[config.mk]
export PLATFORM = sky130hd
export DESIGN_NAME = lwc_stepper
export DESIGN_NICKNAME = d
export VERILOG_FILES = /design/src/rtl/lwc_pkg.sv /design/src/rtl/lwc_stepper.sv
export SDC_FILE = /design/constraint.sdc
export NUM_CORES = 1
export LEC_CHECK = 0
export CORE_MARGIN = 3
export CORE_UTILIZATION = 45
export CTS_BUF_LIST = sky130_fd_sc_hd__clkbuf_4
export DETAILED_ROUTE_END_ITERATION = 10
export GPL_ROUTABILITY_DRIVEN = 0
export HOLD_SLACK_MARGIN = 0.08
export PLACE_DENSITY = 0.77
export SLEW_MARGIN = 10
export SYNTH_ARGS = -nofsm -noshare
export SYNTH_HDL_FRONTEND = slang
export SYNTH_SLANG_ARGS = --single-unit
export TNS_END_PERCENT = 10
[constraint.sdc]
create_clock -name clk -period 1.34 [get_ports clk]
set_input_delay 0.402 -clock clk [delete_from_list [all_inputs] [get_ports clk]]
set_output_delay 0.402 -clock clk [all_outputs]
set_load 0.05 [all_outputs]
[src/rtl/lwc_pkg.sv]
package lwc_pkg;

    localparam int SEQ_W = 64;

    typedef enum logic [1:0] {
        PH_IDLE,
        PH_LOAD,
        PH_SEARCH,
        PH_DONE
    } phase_e;

    function automatic logic [SEQ_W-1:0] lfsr_next(input logic [SEQ_W-1:0] cur,
                                                   input logic [SEQ_W-1:0] poly);
        logic [SEQ_W-1:0] shifted;
        shifted = {cur[SEQ_W-2:0], 1'b0};
        return cur[SEQ_W-1] ? (shifted ^ poly) : shifted;
    endfunction

endpackage

[src/rtl/lwc_stepper.sv]
module lwc_stepper #(
    parameter int                        OFF_W = 16,
    parameter int                        LAST  = 40000,
    parameter logic [lwc_pkg::SEQ_W-1:0] POLY  = 64'h231dcee91262b8a3,
    parameter logic [lwc_pkg::SEQ_W-1:0] SEED  = 64'hb8820c7bd387e32c
) (
    input  logic                      clk,
    input  logic                      rst,
    input  logic                      load,
    input  logic                      advance,
    output logic [lwc_pkg::SEQ_W-1:0] state,
    output logic [OFF_W-1:0]          offset,
    output logic                      at_last
);
    assign at_last = (offset == OFF_W'(LAST));

    always_ff @(posedge clk) begin
        if (rst || load) begin
            state  <= SEED;
            offset <= '0;
        end else if (advance) begin
            state  <= lwc_pkg::lfsr_next(state, POLY);
            offset <= offset + 1'b1;
        end
    end

endmodule

==> results_tabular.tex <==
\begin{tabular}{lr}
\hline
Metric & Value \\
\hline
\multicolumn{2}{l}{\textbf{Critical path}} \\
Destination of the worst register-to-register timing path & offset[6] \\
Kind of start point of the critical path & register \\
Worst setup EP type & output port \\
Worst-path maximum fanout & 2 \\
Register-to-register path setup slack & -0.30 ns \\
Worst r2r src & offset[0] \\
Worst path required time & 0.94 ns \\
Arrival time of the worst setup path & 1.67 ns \\
Kind of critical path & register to output port \\
Worst reg-to-reg path cell count & 5 \\
\multicolumn{2}{l}{\textbf{Yosys}} \\
Proportion of synthesized chip area in sequential cells & 48.4\% \\
Post-synthesis cell type with the largest combined area & sky130\_fd\_sc\_hd\_\_dfxtp\_1 \\
Number of synthesized flops with an enable pin & 0 \\
Total number of yosys warnings & 0 \\
Post-synth top flop & sky130\_fd\_sc\_hd\_\_dfxtp\_1 \\
Cell types with the largest area share after synthesis & sky130\_fd\_sc\_hd\_\_dfxtp\_1, sky130\_fd\_sc\_hd\_\_mux2i\_1, sky130\_fd\_sc\_hd\_\_nand2\_1, sky130\_fd\_sc\_hd\_\_nor2\_1, sky130\_fd\_sc\_hd\_\_xnor2\_1 \\
Post-synthesis async set-or-reset flop share & 0\% \\
Most used standard cells in the synthesized netlist & sky130\_fd\_sc\_hd\_\_dfxtp\_1, sky130\_fd\_sc\_hd\_\_mux2i\_1, sky130\_fd\_sc\_hd\_\_nand2\_1 \\
Total nets after synthesis & 345 \\
Most used standard cell by instance count after synthesis & sky130\_fd\_sc\_hd\_\_dfxtp\_1 \\
Number of distinct standard cells referenced by the synthesized netlist & 27 \\
Number of standard cells after synthesis & 339 \\
Area of the mapped netlist & 3310 um2 \\
Average size of a mapped cell & 9.76 um2 \\
Fraction of post-synthesis cell area in the top cell type by area & 48.4\% \\
Number of synthesized register bits & 80 \\
\multicolumn{2}{l}{\textbf{Power}} \\
Peak ir drop on the vdd network & 912 uV \\
Leak pwr & 2.42 nW \\
Sum of internal, switching and leakage power & 4.83 mW \\
Power per cell area & 800 nW/um2 \\
\multicolumn{2}{l}{\textbf{Routing}} \\
Avg WL per Cell & 20.7 um \\
Via Count & 3119 \\
Routed via count divided by cell count & 5.58 \\
Drt drc & 0 \\
ANT nets after route & 0 \\
Initial DRC Count & 217 \\
1st-pass router iterations & 5 \\
Total routed wirelength & 11.6 mm \\
\multicolumn{2}{l}{\textbf{Outcome}} \\
Run status & complete, but fails checks \\
Failing checks & negative setup slack \\
\multicolumn{2}{l}{\textbf{Global route}} \\
Initial antenna violation count & 0 \\
Global-route congestion overflow total & 0 \\
Global-route wire length before repair & 15.4 mm \\
Via count of the first global-routing pass & 3091 \\
Total global-route track usage & 23.0\% \\
Pin count of the biggest net entering global routing & 44 \\
\multicolumn{2}{l}{\textbf{Hold path}} \\
Worst Hold Path EP & offset[8] \\
Hold Startpoint & advance \\
Hold path cells & 4 \\
Class of the tightest hold or removal check & input pin to register \\
\multicolumn{2}{l}{\textbf{STA}} \\
Final setup violation count & 92 \\
Fmax & 0.483 GHz \\
Final sum of negative setup slack & -7.01 ns \\
Number of max-slew violations in the final report & 0 \\
Period Utilization, post-route & 154\% \\
Final hold slack & 0.448 ns \\
Final setup slack of the worst path & -0.729 ns \\
Fin. Hold Viols & 0 \\
Final critical path time including I/O delays and setup & 2.07 ns \\
Max\_slew headroom & 67.5\% \\
Unrepaired setup endpoints after global routing & true \\
Post-Route Skew & 0.0288 ns \\
Worst Max-Slew Pin Slew & 0.487 ns \\
\multicolumn{2}{l}{\textbf{Floorplan}} \\
Number of rows in the core area & 30 \\
Initial standard-cell utilization of the core & 47.7\% \\
Io pins & 85 \\
Die height & 91.8 um \\
DIE WIDTH & 91.8 um \\
Placeable core area & 6940 um2 \\
Area enclosed by the die boundary & 8420 um2 \\
\multicolumn{2}{l}{\textbf{Place}} \\
Placed wire-length estimate & 6.39 mm \\
I/O Buffers & 84 \\
DP Area & 5380 um2 \\
Post-place setup slack & -0.360 ns \\
Placed instance count & 533 \\
\multicolumn{2}{l}{\textbf{Clocking}} \\
Buffer levels on the longest clock path & 2 \\
Clock tree sinks & 80 \\
TritonCTS clock tree & done \\
Root buffer cell & sky130\_fd\_sc\_hd\_\_clkbuf\_4 \\
Clock insertion delay at the later pin of the skew report & 0.44 ns \\
Register clock-pin slew on the reported worst setup and hold paths & 0.12 ns \\
H-tree levels & 3 \\
Clock buffer count from CTS & 9 \\
\multicolumn{2}{l}{\textbf{Flow run}} \\
Max-capacitance violation count & 0 \\
\multicolumn{2}{l}{\textbf{Layout}} \\
Area of all placed cells without fillers & 6050 um2 \\
Final non-filler cell total & 559 \\
Antenna fix cells & 0 \\
Layout area overhead & 82.7\% \\
Total number of nets in the final design & 464 \\
Layout cell share with drive strength beyond 1 & 54.2\% \\
Filler cell count in the final layout & 291 \\
Final core utilization & 87.1\% \\
\hline
\end{tabular}
-- what timing repair did --
action,in CTS,in global routing
setup buffers,4,5
setup endpoints to repair,91,91
pin swaps,1,11
gates resized for setup,20,158
hold buffers,0,0
cloned,0,1
-- worst max-delay path, cell delays in order (launching register included) --
cell and delay, ns:
sky130_fd_sc_hd__dfxtp_4 0.38, sky130_fd_sc_hd__inv_4 0.05, sky130_fd_sc_hd__ha_4 0.12, sky130_fd_sc_hd__nor4b_4 0.20
sky130_fd_sc_hd__nand4_1 0.18, sky130_fd_sc_hd__nor2_4 0.16, sky130_fd_sc_hd__buf_12 0.14
-- layout by cell type, fill, tap and decap left out, types with 3 or more instances in the layout --
cell type / instances
sky130_fd_sc_hd__a211oi_1: 16
sky130_fd_sc_hd__a21oi_1: 3
sky130_fd_sc_hd__buf_12: 86
sky130_fd_sc_hd__buf_4: 25
sky130_fd_sc_hd__buf_6: 15
sky130_fd_sc_hd__buf_8: 3
sky130_fd_sc_hd__clkbuf_4: 9
sky130_fd_sc_hd__dfxtp_2: 6
sky130_fd_sc_hd__dfxtp_4: 74
sky130_fd_sc_hd__inv_4: 3
sky130_fd_sc_hd__mux2i_1: 55
sky130_fd_sc_hd__nand2_1: 42
sky130_fd_sc_hd__nand4_1: 6
sky130_fd_sc_hd__nor2_1: 38
sky130_fd_sc_hd__nor4_2: 4
sky130_fd_sc_hd__or3_1: 7
sky130_fd_sc_hd__xnor2_1: 17
sky130_fd_sc_hd__xor2_1: 16
-- power by group --
part           switching, mW  internal, mW  leakage [nW]
sequential             0.116          2.36         0.686
clock                  0.945         0.400        0.0666
combinational          0.543         0.473          1.66
total                   1.60          3.23          2.42
-- layer usage --
metal	track usage [%]	wire [um]	up-vias
met5	0	0	-
met3	5.82	813	48
met4	11.5	459	0
met2	39.0	5940	167
li1	-	-	1409
met1	26.8	4360	1495
-- flip-flops by register name, summed over array words and instances (netlist names) --
register / cells
state: 64
offset: 16
-- worst max path at each step --
stage,endpoint,cells past startpoint,from
floorplan,at_last,5,offset[0]
global placement,state[12],4,load
detailed placement,state[47],4,rst
CTS,at_last,6,offset[0]
global route,at_last,6,offset[0]
finish,at_last,6,offset[0]
-- layout make-up --
| cell class | count | area (um2) | share of cell area, % |
|---|---|---|---|
| repair buffers | 131 | 2140 | 35.5 |
| flip-flops and latches | 80 | 1890 | 31.2 |
| multi-input cells | 232 | 1760 | 29.1 |
| well taps | 96 | 120 | 1.99 |
| clock buffers | 9 | 67.6 | 1.12 |
| clock inverters | 7 | 51.3 | 0.849 |
| inverters | 4 | 20.0 | 0.331 |
-- logic make-up (layout without fill, tap and decap cells) --
| group | Yosys count | after routing | share of synthesized area, % |
|---|---|---|---|
| AND/OR/NAND/NOR | 115 | 116 | 16.4 |
| flip-flops | 80 | 80 | 48.4 |
| multiplexers | 55 | 55 | 16.6 |
| XOR/XNOR | 33 | 33 | 8.73 |
| buffers and inverters | 28 | 151 | 3.74 |
| AO/OA/AOI/OAI | 26 | 26 | 5.37 |
| adder cells (fa/ha/maj) | 2 | 2 | 0.756 |
No activity file was read; power rests on OpenSTA's default activity.
